### src/rtl/aq_pkg.sv
package aq_pkg;
    // Reciprocal of (span / 2^idx_w) scaled by 2^frac, rounded up.
    function automatic longint recip_calc(input int span, input int shift);
        return ((longint'(1) <<< shift) + longint'(span) - longint'(1)) / longint'(span);
    endfunction
endpackage

### src/rtl/aq_clip.sv
module aq_clip #(
    parameter int DATA_W = 16,
    parameter int LO     = -1000,
    parameter int HI     = 3000,
    parameter int RW     = 12
) (
    input  logic [DATA_W-1:0] x,
    output logic [RW-1:0]     ofs,
    output logic              clip
);
    logic signed [31:0] xs;
    logic signed [31:0] diff;

    always_comb begin
        xs   = {{(32-DATA_W){x[DATA_W-1]}}, x};
        diff = xs - 32'(LO);
        clip = 1'b0;
        if (xs < 32'(LO)) begin
            diff = '0;
            clip = 1'b1;
        end else if (xs > 32'(HI)) begin
            diff = 32'(HI - LO);
            clip = 1'b1;
        end
        ofs = diff[RW-1:0];
    end
endmodule

### src/rtl/aq_bucket.sv
module aq_bucket #(
    parameter int IDX_W = 4,
    parameter int RW    = 12,
    parameter int FRAC  = 24,
    parameter int SPAN  = 4000
) (
    input  logic [RW-1:0]    ofs,
    output logic [IDX_W-1:0] idx
);
    localparam int PW = RW + FRAC + IDX_W + 1;
    localparam longint RECIP = aq_pkg::recip_calc(SPAN, FRAC + IDX_W);
    localparam logic [PW-1:0] RECIP_C = PW'(RECIP);
    localparam logic [PW-1:0] TOP_C = PW'((1 << IDX_W) - 1);

    logic [PW-1:0] prod;
    logic [PW-1:0] q;

    always_comb begin
        prod = PW'(ofs) * RECIP_C;
        q    = prod >> FRAC;
        idx  = (q > TOP_C) ? TOP_C[IDX_W-1:0] : q[IDX_W-1:0];
    end
endmodule

### src/rtl/aq_midpoint.sv
module aq_midpoint #(
    parameter int DATA_W = 16,
    parameter int IDX_W  = 4,
    parameter int LO     = -1000,
    parameter int SPAN   = 4000
) (
    input  logic [IDX_W-1:0]  idx,
    output logic [DATA_W-1:0] val
);
    logic [31:0] num;
    logic [31:0] sum;

    always_comb begin
        num = (32'(idx) * 32'd2 + 32'd1) * 32'(SPAN);
        sum = 32'(LO) + (num >> (IDX_W + 1));
        val = sum[DATA_W-1:0];
    end
endmodule

### src/rtl/act_quantizer.sv
module act_quantizer #(
    parameter int DATA_W = 16,
    parameter int IDX_W  = 4,
    parameter int LO     = -1000,
    parameter int HI     = 3000
) (
    input  logic              clk,
    input  logic              rst_n,
    input  logic              in_valid,
    output logic              in_ready,
    input  logic [DATA_W-1:0] in_data,
    output logic              out_valid,
    input  logic              out_ready,
    output logic [IDX_W-1:0]  out_index,
    output logic [DATA_W-1:0] out_value,
    output logic              out_clipped
);
    localparam int SPAN = HI - LO;
    localparam int RW   = $clog2(SPAN + 1);
    localparam int FRAC = 2 * RW;

    typedef struct packed {
        logic          vld;
        logic          clip;
        logic [RW-1:0] ofs;
    } st1_t;

    typedef struct packed {
        logic             vld;
        logic             clip;
        logic [IDX_W-1:0] idx;
    } st2_t;

    typedef struct packed {
        logic              vld;
        logic              clip;
        logic [IDX_W-1:0]  idx;
        logic [DATA_W-1:0] val;
    } st3_t;

    typedef struct packed {
        st1_t s1;
        st2_t s2;
        st3_t s3;
    } pipe_t;

    pipe_t pipe_d, pipe_q;
    logic  adv;
    logic [RW-1:0]     ofs_c;
    logic              clip_c;
    logic [IDX_W-1:0]  idx_c;
    logic [DATA_W-1:0] val_c;

    aq_clip #(.DATA_W(DATA_W), .LO(LO), .HI(HI), .RW(RW)) u_clip (
        .x(in_data), .ofs(ofs_c), .clip(clip_c)
    );

    aq_bucket #(.IDX_W(IDX_W), .RW(RW), .FRAC(FRAC), .SPAN(SPAN)) u_bucket (
        .ofs(pipe_q.s1.ofs), .idx(idx_c)
    );

    aq_midpoint #(.DATA_W(DATA_W), .IDX_W(IDX_W), .LO(LO), .SPAN(SPAN)) u_mid (
        .idx(pipe_q.s2.idx), .val(val_c)
    );

    assign adv = !pipe_q.s3.vld || out_ready;

    always_comb begin
        pipe_d = pipe_q;
        if (adv) begin
            pipe_d.s1.vld  = in_valid;
            pipe_d.s1.clip = clip_c;
            pipe_d.s1.ofs  = ofs_c;
            pipe_d.s2.vld  = pipe_q.s1.vld;
            pipe_d.s2.clip = pipe_q.s1.clip;
            pipe_d.s2.idx  = idx_c;
            pipe_d.s3.vld  = pipe_q.s2.vld;
            pipe_d.s3.clip = pipe_q.s2.clip;
            pipe_d.s3.idx  = pipe_q.s2.idx;
            pipe_d.s3.val  = val_c;
        end
    end

    always_ff @(posedge clk or negedge rst_n) begin
        if (!rst_n) pipe_q <= '0;
        else        pipe_q <= pipe_d;
    end

    assign in_ready    = adv;
    assign out_valid   = pipe_q.s3.vld;
    assign out_index   = pipe_q.s3.idx;
    assign out_value   = pipe_q.s3.val;
    assign out_clipped = pipe_q.s3.clip;

    // Cycles since reset release, saturating, so latency checks never look before reset.
    logic [1:0] age_q;
    always_ff @(posedge clk or negedge rst_n) begin
        if (!rst_n)              age_q <= '0;
        else if (age_q != 2'd3)  age_q <= age_q + 2'd1;
    end


    stall_hold_chk: assert property (@(posedge clk) disable iff (!rst_n)
        out_valid && !out_ready |=> out_valid && $stable(out_index)
                                    && $stable(out_value) && $stable(out_clipped));


    stall_block_chk: assert property (@(posedge clk) disable iff (!rst_n)
        out_valid && !out_ready |-> !in_ready);


    clip_edge_chk: assert property (@(posedge clk) disable iff (!rst_n)
        out_valid && out_clipped |-> (out_index == '0) || (out_index == '1));


    value_span_chk: assert property (@(posedge clk) disable iff (!rst_n)
        out_valid |-> ($signed(out_value) >= LO) && ($signed(out_value) <= HI));


    latency_chk: assert property (@(posedge clk) disable iff (!rst_n)
        (age_q == 2'd3) && $past(in_valid && in_ready, 3) && $past(out_ready, 1)
        && $past(out_ready, 2) && $past(out_ready, 3) |-> out_valid);


    post_reset_chk: assert property (@(posedge clk) disable iff (!rst_n)
        (age_q == 2'd0) |-> !out_valid);
endmodule

### config.mk
export PLATFORM = sky130hd
export DESIGN_NAME = act_quantizer
export DESIGN_NICKNAME = d
export VERILOG_FILES = /design/src/rtl/aq_pkg.sv /design/src/rtl/aq_clip.sv /design/src/rtl/aq_bucket.sv /design/src/rtl/aq_midpoint.sv /design/src/rtl/act_quantizer.sv
export SDC_FILE = /design/constraint.sdc
export NUM_CORES = 1
export LEC_CHECK = 0
export CAP_MARGIN = 20
export CORE_AREA = 2 2 157 98
export DETAILED_ROUTE_END_ITERATION = 7
export DIE_AREA = 0 0 159 100
export SYNTH_ARGS = -nofsm -noshare
export SYNTH_HDL_FRONTEND = slang
export SYNTH_SLANG_ARGS = --single-unit
### constraint.sdc
create_clock -name clk -period 6.2 [get_ports clk]
set_input_delay 0.62 -clock clk [delete_from_list [all_inputs] [get_ports clk]]
set_output_delay 0.62 -clock clk [all_outputs]
set_load 0.05 [all_outputs]
Yosys cells after proc, flatten, opt, wreduce, memory -nomap -nowiden
Index checks and enable logic that the tools add are counted.

word-level totals
  logic and storage cells = 25
  flip-flop bits (word level) = 42
  input bits = 20
  output and inout port bits = 23

cells by class
  multipliers = 2
  reductions and logical operators = 2
  add/sub/neg operators = 3
  muxes and demuxes = 5
  magnitude comparators = 3

operators with widths
  kind                                                                             number
  32-bit by 7-bit multiplier with 16-bit output (second input constant)            1
  12-bit by 17-bit multiplier with 29-bit output (second input constant)           1
  12-bit two-way mux                                                               2
  11-bit by 16-bit adder with 16-bit output (first input constant)                 1
  16-bit by 13-bit > comparator with 1-bit output (second input constant)          1
  16-bit by 11-bit less-than comparator with 1-bit output (second input constant)  1
  12-bit by 11-bit subtractor with 12-bit output (second input constant)           1
  5-bit by 1-bit adder with 6-bit output (second input constant)                   1
  5-bit by 4-bit > comparator with 1-bit output (second input constant)            1
  4-bit two-way mux                                                                1
  1-bit two-way mux                                                                2
  1-bit logical NOT                                                                1
  1-bit logical OR                                                                 1

Logic depth before layout (Yosys ltp)
Gate-level depths: netlist of run 1.

  depth after elaboration = 3
  depth in mapped cells = 17
  mapped depth without buffers = 17

By module
A second synthesis of run 1 with hierarchy kept.

unflattened totals
  cell total of the unflattened synthesis = 509
  area, all modules = 5357.6 µm²

modules (own cells, without submodules)
  module         times used  cells an instance  area each (µm²)  sequential area each (µm²)
  aq_bucket      1           244                2215.9           0.0
  act_quantizer  1           110                1916.8           1051.0
  aq_midpoint    1           115                914.6            0.0
  aq_clip        1           40                 310.3            0.0

Least setup slack after synthesis of run 1
OpenSTA, ideal clock, no wires.

  path kind = register to register
  start = register pipe_q[37] (netlist name)
  end = register pipe_q[25] (netlist name)
  stages on the path, launching flop included = 15
  buffers on the path = 0
  data arrival time = 4.069 ns
  setup time = 0.135 ns
  path slack = 1.996 ns
  period minus slack after synthesis = 4.204 ns
  data required time = 6.065 ns
  cells stage by stage = dfrtp_1 ha_1 fa_1 inv_1 fa_1 fa_1 fa_1 inv_1 ha_1 nand4_1 a211oi_1 o2111ai_1 a31oi_2 mux2i_1 o31ai_1

on the way
  word-level cells in the longest chain between the ends = 3

RTL lines
  element                                           line                 text
  start: declaration                                act_quantizer.sv:47  pipe_t pipe_d, pipe_q;
  start signal: assignment                          act_quantizer.sv:86  else pipe_q <= pipe_d;
  12-bit by 17-bit multiplier with 29-bit output *  aq_bucket.sv:19      prod = PW'(ofs) * RECIP_C;
  5-bit by 4-bit > comparator with 1-bit output     aq_bucket.sv:21      idx = (q > TOP_C) ? TOP_C[IDX_W-1:0] : q[IDX_W-1:0];
  4-bit two-way mux *                               aq_bucket.sv:21

Mark *: on every way between the ends. The rest lies on a longest branch, timed or not.
A chain may end at the register's enable or synchronous reset.

Worst setup path after layout of run 1
Same ends and word-level chain as after synthesis.

==> impl_metrics.env, run 1 <==
export IMPL_status="complete, no violations"
export IMPL_min_path_type="reg -> reg"
export IMPL_cts_setup_buffers=0
export IMPL_n_antenna_cell=0
export IMPL_timing_final_crit_period_ps=4680
export IMPL_synth_area_leader_cell="ha_1"
export IMPL_io_pins=43
export IMPL_crit_buf_inv=2
export IMPL_clk_pin_slew_ps=50
export IMPL_slew_headroom_pct=32.6
export IMPL_yosysWarningCount=0
export IMPL_hpwl_um=8410
export IMPL_crit_family="adder cells"
export IMPL_drt_vias_per_instance=4.69
export IMPL_crit_slowest_cell="fa_1"
export IMPL_die_h_um=100
export IMPL_syn_area_um2=4820
export IMPL_cts_made_buffers=5
export IMPL_crit_chain="ha_1 > fa_1 > inv_1 > fa_1 > fa_1 > fa_1 > inv_1 > ha_1 > nand4_1 > a211oi_1 > o2111ai_1 > a31oi_2 > mux2i_1 > o31ai_1"
export IMPL_nNetsFinal=700
export IMPL_yosysSeqAreaShare_pct=21.3
export IMPL_placed_cells=728
export IMPL_syn_nets=677
export IMPL_tns_ps=0
export IMPL_start_util_pct=32.8
export IMPL_synth_avg_cell_area_um2=9.48
export IMPL_first_pass_iters=4
export IMPL_ys_ff_latch=41
export IMPL_drive_above_1_share_pct=4.69
export IMPL_grt_overflow_total=0
export IMPL_syn_to_final_growth_pct=13.9
export IMPL_worst_pin_slew_ps=1010
export IMPL_cts_buffer_depth=2
export IMPL_cts_resized=0
export IMPL_htree_num_levels=2
export IMPL_worst_ep_arrival_time_ps=4820
export IMPL_fin_cells=736
export IMPL_wire_per_inst_um=13.9
export IMPL_cts_tree="done"
export IMPL_setup_viol=0
export IMPL_grt_start_max_net_pins=43
export IMPL_clock_sinks=41
export IMPL_cp_required_ps=6340
export IMPL_num_vias=3455
export IMPL_synthFlopType="dfrtp_1"
export IMPL_start_kind="register"
export IMPL_drc=0
export IMPL_std_cell_rows=35
export IMPL_ctsHoldBuffers=0
export IMPL_finalClockSkew_ps=7.40
export IMPL_io_buffer_count=42
export IMPL_crit_path_max_fanout=7
export IMPL_rsz0062_at_grt="false"
export IMPL_wl_um=10300
export IMPL_drt_initial_drc_count=106
export IMPL_fillers=1519
export IMPL_grt_usage_pct=13.7
export IMPL_synthArstFlopShare_pct=100
export IMPL_fin_crit_sh_pct=75.4
export IMPL_max_cap_violations=0
export IMPL_grt_pass1_wl_um=17700
export IMPL_critPathMaxStageDelay_ps=560
export IMPL_crit_path_end_kind="register"
export IMPL_hold_slack_ps=473
export IMPL_ys_types=53
export IMPL_synth_area_top_cells="ha_1 31%, dfrtp_1 21%, fa_1 12%"
export IMPL_core_area_um2=14700
export IMPL_clk_latency_ps=280
export IMPL_r2r_start="pipe_q[37]"
export IMPL_die_width_um=159
export IMPL_path_class="reg -> reg"
export IMPL_fmax_ghz=0.214
export IMPL_synth_edf_count=0
export IMPL_antenna_found_initial=0
export IMPL_synth_top_area_share_pct=30.9
export IMPL_clockRootBuffer="clkbuf_16"
export IMPL_grt_pass1_vias=3519
export IMPL_hold_viol_final=0
export IMPL_drtAntennaViolNets=0
export IMPL_cp_startpoint="pipe_q[37]"
export IMPL_fp_dieArea_um2=15900
export IMPL_gp_congestion=0.874
export IMPL_min_from="out_value[0]"
export IMPL_syn_inst=509
export IMPL_slew_violations=0
export IMPL_worst_path_most_repeated_cell="fa_1"
area by class of cell:
cell class / instances / area, um^2 / area share [%]
Clock buffer: 6 / 129 / 2.35
Clock inverter: 2 / 38.8 / 0.706
Sequential cell: 41 / 1030 / 18.7
Multi-Input combinational cell: 350 / 3280 / 59.7
Inverter: 91 / 342 / 6.22
Tap cell: 203 / 254 / 4.63
Timing Repair Buffer: 43 / 423 / 7.70
sequential cells by signal (all words and copies together), names as in the netlist:
| name | count |
|---|---|
| pipe_q | 20 |
| out_clipped | 1 |
| out_index | 3 |
| out_valid | 1 |
| out_value | 16 |
synth_stat cells (2+ instances only):
library cell / n
a211oi_1: 3
a21o_1: 4
a21oi_1: 22
a21oi_4: 2
a22o_1: 5
a22o_2: 6
a31oi_1: 3
and2_1: 2
buf_4: 20
clkbuf_1: 7
dfrtp_1: 41
fa_1: 29
ha_1: 119
inv_1: 91
mux2i_1: 2
nand2_1: 39
nand2b_1: 6
nand3_1: 4
nand4_1: 2
nor2_1: 27
nor3_1: 6
o211ai_1: 4
o21a_1: 4
o21ai_0: 18
o31ai_1: 3
or2_2: 2
or4_1: 2
xnor2_1: 7
xor2_1: 5
worst reg2reg max path: cells and delay by family (launching register included):
family	cells	cell delay, ps
compound gates	4	1000
fa+ha+maj	6	2620
buf+inv	2	100
flops	1	500
mux	1	210
simple gates	1	120
through the flow:
stage | instance area, um^2 | utilization [%] | setup WS (ps)
after floorplan | 4820 | - | 2000
after global placement | 5320 | 36.2 | 1740
after detailed placement | 5320 | 36.2 | 1530
after CTS | 5490 | 37.3 | 1520
after global routing | 5490 | 37.3 | 1380
final | 5490 | 37.3 | 1520
cell usage in the layout (no fill, tap or decap), drive strengths merged, types with 6 or more instances in the layout:
cell             n
clkdlybuf4s50   41
dfrtp           41
fa              29
inv             91
o21ai           18
a22o            11
nor3             6
ha             119
nand2b           6
nor2            27
nand2           39
clkbuf           6
a21oi           24
xnor2            7
worst paths after layout:
path,end,slack (ps),depth (start not counted)
setup / recovery,pipe_q[25],1520,14
hold / removal,out_value[0],470,1
setup reg to reg,pipe_q[25],1520,14
hold reg to reg,out_value[0],470,1
max in group asynchronous,pipe_q[38],5140,1
min in group asynchronous,out_value[1],480,1
cells by family (layout without fill, tap and decap cells):
group / after synthesis / in the layout / synth area share (%)
XOR/XNOR: 12 / 12 / 2.18
multiplexers: 2 / 2 / 0.415
adder cells (fa/ha/maj): 148 / 148 / 42.9
AND/OR/NAND/NOR: 101 / 101 / 9.83
flip-flops: 41 / 41 / 21.3
AO/OA/AOI/OAI: 87 / 87 / 12.7
buffers and inverters: 118 / 142 / 10.7
metal layers:
metal / GRT usage, % / wire length [um] / vias to the layer above
li1: - / - / 1741
met1: 22.1 / 5940 / 1639
met2: 19.5 / 3880 / 67
met3: 1.78 / 368 / 8
met4: 2.59 / 75 / 0
met5: 0 / 0 / -
Power of run 1 is not shown: default switching activity piles up to over one toggle a cycle in this logic, so the estimate is an artifact.
==> run 2, diff against run 1 <==
==> constraint.sdc (replaced) <==
create_clock -name clk -period 3.9 [get_ports clk]
set_input_delay 0.39 -clock clk [delete_from_list [all_inputs] [get_ports clk]]
set_output_delay 0.39 -clock clk [all_outputs]
set_load 0.05 [all_outputs]
==> run 2 against run 1 <==
Net effect: cell area up 8.9%; highest routed layer unchanged; the run now ends with negative setup slack left; sequential cell count did not move; sequential share of layout area shrank 1.5 points.
==> impl_metrics.env, run 2 (synthesis gave the netlist of run 1 again) <==
export IMPL_min_path_type="in -> async"
export IMPL_cts_tree="done"
export IMPL_grt_start_max_net_pins=42
export IMPL_violations="negative setup slack"
export IMPL_clk_pin_slew_ps=60
export IMPL_slew_headroom_pct=36.4
export IMPL_hold_viol_final=0
export IMPL_final_seq_area_um2=1030
export IMPL_drive_above_1_share_pct=17.2
export IMPL_wire_per_inst_um=15.0
export IMPL_die_width_um=159
export IMPL_dpl_instance_area_um2=5590
export IMPL_rr_endpoint="pipe_q[25]"
export IMPL_start_util_pct=32.8
export IMPL_first_pass_iters=4
export IMPL_largest_reg_flops=20
export IMPL_drt_initial_drc_count=176
export IMPL_r2r_slack_ps=-280
export IMPL_cp_required_ps=4050
export IMPL_crit_path_end_kind="register"
export IMPL_drtAntennaViolNets=0
export IMPL_fp_dieArea_um2=15900
export IMPL_r2r_start="pipe_q[37]"
export IMPL_rsz0062_at_grt="true"
export IMPL_finalClockSkew_ps=10.3
export IMPL_fmax_ghz=0.239
export IMPL_fin_ws_ps=-278
export IMPL_cts_made_buffers=5
export IMPL_nNetsFinal=742
export IMPL_syn_to_final_growth_pct=24.0
export IMPL_gp_congestion=0.903
export IMPL_htree_num_levels=2
export IMPL_grt_overflow_total=0
export IMPL_hold_slack_ps=254
export IMPL_grt_pass1_vias=3792
export IMPL_worst_ep_arrival_time_ps=4330
export IMPL_grt_pass1_wl_um=19300
export IMPL_hpwl_um=9270
export IMPL_path_class="reg -> reg"
export IMPL_drt_vias_per_instance=4.70
export IMPL_n_antenna_cell=0
export IMPL_mostFrequentLayoutCell="ha_1"
export IMPL_io_pins=43
export IMPL_core_area_um2=14700
export IMPL_fillers=1456
export IMPL_worst_pin_slew_ps=955
export IMPL_max_cap_violations=0
export IMPL_cts_buffer_depth=2
export IMPL_die_h_um=100
export IMPL_status="finished, violations left"
export IMPL_setup_viol=4
export IMPL_multiInputGateArea_um2=3450
export IMPL_antenna_found_initial=0
export IMPL_grt_usage_pct=15.2
export IMPL_layout_common_cells="109 x ha_1, 83 x inv_1, 44 x buf_4, 40 x clkdlybuf4s50_1, 39 x nand2_1"
export IMPL_wl_um=11600
export IMPL_ff2ff_path_depth=14
export IMPL_clockRootBuffer="clkbuf_16"
export IMPL_top_register="pipe_q"
export IMPL_timing_final_crit_period_ps=4180
export IMPL_clk_latency_ps=290
export IMPL_clock_sinks=41
export IMPL_fin_area_um2=5980
export IMPL_std_cell_rows=35
export IMPL_crit_path_max_fanout=3
export IMPL_drc=0
export IMPL_ctsHoldBuffers=0
export IMPL_start_kind="register"
export IMPL_io_buffer_count=42
export IMPL_fin_crit_sh_pct=107
export IMPL_num_vias=3653
export IMPL_slew_violations=0
==> run 2: changes by cell type in the layout (fill, tap and decap cells not counted), sizes merged <==
cell	change
clkdlybuf4s50	-1
buf	+43
==> run 2: how the worst max path moves through the flow <==
stage	start	endpoint	slack, ps	cells past startpoint
2_1_floorplan	pipe_q[39]	pipe_q[25]	-80	14
3_3_place_gp	pipe_q[35]	pipe_q[23]	-190	15
3_5_place_dp	pipe_q[35]	pipe_q[23]	-390	15
4_1_cts	pipe_q[39]	pipe_q[25]	-210	14
5_1_grt	pipe_q[37]	pipe_q[25]	-470	14
6_report	pipe_q[37]	pipe_q[25]	-280	14
==> run 2: per-stage QoR <==
stage	setup TNS, ps	util [%]	setup slack [ps]	instances
floorplan	-145	-	-78.8	509
global placement	-578	38.0	-188	761
detailed placement	-1240	38.0	-388	761
CTS	-656	39.7	-210	772
global route	-1800	40.6	-474	778
finish	-820	40.6	-278	778
==> run 2: final cells by class <==
| type | count | share of cell area, % |
|---|---|---|
| tap | 203 | 4.25 |
| clock inverter | 2 | 0.649 |
| sequential | 41 | 17.2 |
| inverter | 91 | 5.71 |
| multi-input combinational | 350 | 57.7 |
| clock buffer | 6 | 2.15 |
| timing repair buffer | 85 | 12.3 |
==> run 2: layer usage <==
metal | part of all wire, % | global-route usage [%] | vias up
met4 | 0.93 | 3.43 | 0
li1 | - | - | 1816
met1 | 54 | 23.2 | 1751
met2 | 40 | 22.0 | 74
met3 | 5.4 | 2.93 | 12
met5 | 0 | 0 | -
==> run 2: repair_timing <==
action                                  CTS  global route
cloned                                    0             0
resized for setup                        12            19
setup buffers                             3             6
pin swaps                                12            15
endpoints found under the setup margin    6             9
==> run 2: worst max-delay path: stages, from the launching register on <==
cell,delay [ps]
dfrtp_2,430
ha_4,160
fa_1,470
inv_1,50
fa_1,500
fa_2,440
fa_1,490
inv_1,40
ha_1,270
nand4_1,130
a211oi_2,260
o2111ai_2,240
a31oi_4,240
mux2i_1,230
o31ai_1,80
Power of run 2 is left out for the same reason.
==> run 3, diff against run 2 <==
--- a/config.mk
+++ b/config.mk
@@ -5,10 +5,12 @@
 export SDC_FILE = /design/constraint.sdc
 export NUM_CORES = 1
 export LEC_CHECK = 0
+export ABC_CLOCK_PERIOD_IN_PS = 3900
 export CAP_MARGIN = 20
 export CORE_AREA = 2 2 157 98
 export DETAILED_ROUTE_END_ITERATION = 7
 export DIE_AREA = 0 0 159 100
+export RECOVER_POWER = 25
 export SYNTH_ARGS = -nofsm -noshare
 export SYNTH_HDL_FRONTEND = slang
 export SYNTH_SLANG_ARGS = --single-unit
==> run 3 against run 2 <==
Net effect: non-clock buffer count unchanged; worst setup slack about the same; the flow finishes with violations (max-capacitance violations, max-slew violations, negative setup slack); die area unchanged; first-iteration DRC count unchanged; via count about the same; fmax about the same; cell area about the same; highest routed layer unchanged; global-route usage unchanged; sequential share of layout area about the same; routed wire length about the same; count of clock-buffer cells in the layout unchanged.
==> impl_metrics.env, run 3 (synthesis gave the netlist of run 1 again) <==
export IMPL_crit_path_max_fanout=3
export IMPL_std_cell_rows=35
export IMPL_nNetsFinal=742
export IMPL_die_width_um=159
export IMPL_clk_latency_ps=290
export IMPL_hold_viol_final=0
export IMPL_max_cap_violations=1
export IMPL_worst_ep_arrival_time_ps=4330
export IMPL_die_h_um=100
export IMPL_worst_pin_slew_ps=2300
export IMPL_io_pins=43
export IMPL_grt_usage_pct=15.2
export IMPL_num_vias=3655
export IMPL_hpwl_um=9270
export IMPL_min_path_type="reg -> reg"
export IMPL_start_util_pct=32.8
export IMPL_drc=0
export IMPL_cts_tree="done"
export IMPL_clk_pin_slew_ps=60
export IMPL_crit_family="adder cells"
export IMPL_antenna_found_initial=0
export IMPL_fin_ws_ps=-278
export IMPL_crit_buf_inv=2
export IMPL_ctsHoldBuffers=0
export IMPL_wire_per_inst_um=14.9
export IMPL_rsz0062_at_grt="true"
export IMPL_fp_dieArea_um2=15900
export IMPL_io_buffer_count=42
export IMPL_first_pass_iters=4
export IMPL_slew_headroom_pct=-53.2
export IMPL_grt_overflow_total=0
export IMPL_crit_chain="ha_4 > fa_1 > inv_1 > fa_1 > fa_2 > fa_1 > inv_1 > ha_1 > nand4_1 > a211oi_2 > o2111ai_2 > a31oi_4 > mux2i_1 > o31ai_1"
export IMPL_drt_initial_drc_count=176
export IMPL_status="finished, violations left"
export IMPL_drive_above_1_share_pct=17.0
export IMPL_critPathMaxStageDelay_ps=500
export IMPL_layout_common_cells="109 x ha_1, 83 x inv_1, 44 x buf_4, 40 x clkdlybuf4s50_1, 39 x nand2_1"
export IMPL_fmax_ghz=0.239
export IMPL_syn_to_final_growth_pct=24.0
export IMPL_n_antenna_cell=0
export IMPL_path_class="reg -> reg"
export IMPL_wl_um=11600
export IMPL_drtAntennaViolNets=0
export IMPL_fin_crit_sh_pct=107
export IMPL_cts_buffer_depth=2
export IMPL_cts_made_buffers=5
export IMPL_grt_pass1_vias=3792
export IMPL_finalClockSkew_ps=10.7
export IMPL_timing_final_crit_period_ps=4180
export IMPL_htree_num_levels=2
export IMPL_drt_vias_per_instance=4.70
export IMPL_largest_reg_flops=20
export IMPL_crit_slowest_cell="fa_1"
export IMPL_clock_sinks=41
export IMPL_grt_pass1_wl_um=19300
export IMPL_core_area_um2=14700
export IMPL_worst_path_most_repeated_cell="fa_1"
export IMPL_mostFrequentLayoutCell="ha_1"
export IMPL_hold_slack_ps=475
export IMPL_grt_start_max_net_pins=42
export IMPL_slew_violations=42
export IMPL_clockRootBuffer="clkbuf_16"
export IMPL_gp_congestion=0.903
export IMPL_setup_viol=4
export IMPL_violations="max-capacitance violations, max-slew violations, negative setup slack"
export IMPL_crit_path_end_kind="register"
export IMPL_tns_ps=-818
export IMPL_top_register="pipe_q"
export IMPL_start_kind="register"
export IMPL_cp_required_ps=4050
## run 3: area by class of cell
cell class,instances,area (um^2)
Clock buffer,6,129
Clock inverter,2,38.8
Fill cell,1457,8730
Inverter,91,342
Multi-Input combinational cell,350,3450
Sequential cell,41,1030
Tap cell,203,254
Timing Repair Buffer,85,734
## run 3: final timing paths
kind                                    from  depth (start not counted)  slack (ps)           end
worst max-delay path              pipe_q[37]                         14        -280    pipe_q[25]
min in group asynchronous              rst_n                          1         790    pipe_q[37]
worst max register to register    pipe_q[37]                         14        -280    pipe_q[25]
worst min register to register  out_index[2]                          2         480  out_index[2]
max in group asynchronous              rst_n                          1        1640    pipe_q[35]
worst min-delay path            out_index[2]                          2         480  out_index[2]
## run 3: routing by layer
layer / global-route usage (%) / routed length [um] / part of all wire (%)
met5: 0 / 0 / 0
met4: 3.43 / 112 / 0.96
met2: 22.0 / 4640 / 40
met1: 23.2 / 6250 / 54
met3: 2.93 / 625 / 5.4
## run 3: what timing repair did
item	CTS	global route
pin swaps	12	15
resized for setup	12	19
setup buffers	3	6
endpoints found under the setup margin	6	9
## run 3: worst register-to-register path: cells and delay by family (launching register included)
kind | cells | cell delay [ps]
AND/OR/NAND/NOR | 1 | 130
buffers and inverters | 2 | 90
multiplexers | 1 | 230
flip-flops | 1 | 430
adder cells (fa/ha/maj) | 6 | 2330
AO/OA/AOI/OAI | 4 | 820
## run 3: metrics by stage
| step | worst slack, ps | instance area, um^2 | cells | utilization [%] |
|---|---|---|---|---|
| 6_report | -278 | 5980 | 778 | 40.6 |
| 5_1_grt | -474 | 5980 | 778 | 40.6 |
| 4_1_cts | -210 | 5840 | 772 | 39.7 |
| 3_5_place_dp | -388 | 5590 | 761 | 38.0 |
| 3_3_place_gp | -188 | 5590 | 761 | 38.0 |
| 2_1_floorplan | -78.8 | 4850 | 509 | - |
Power of run 3 is left out for the same reason.
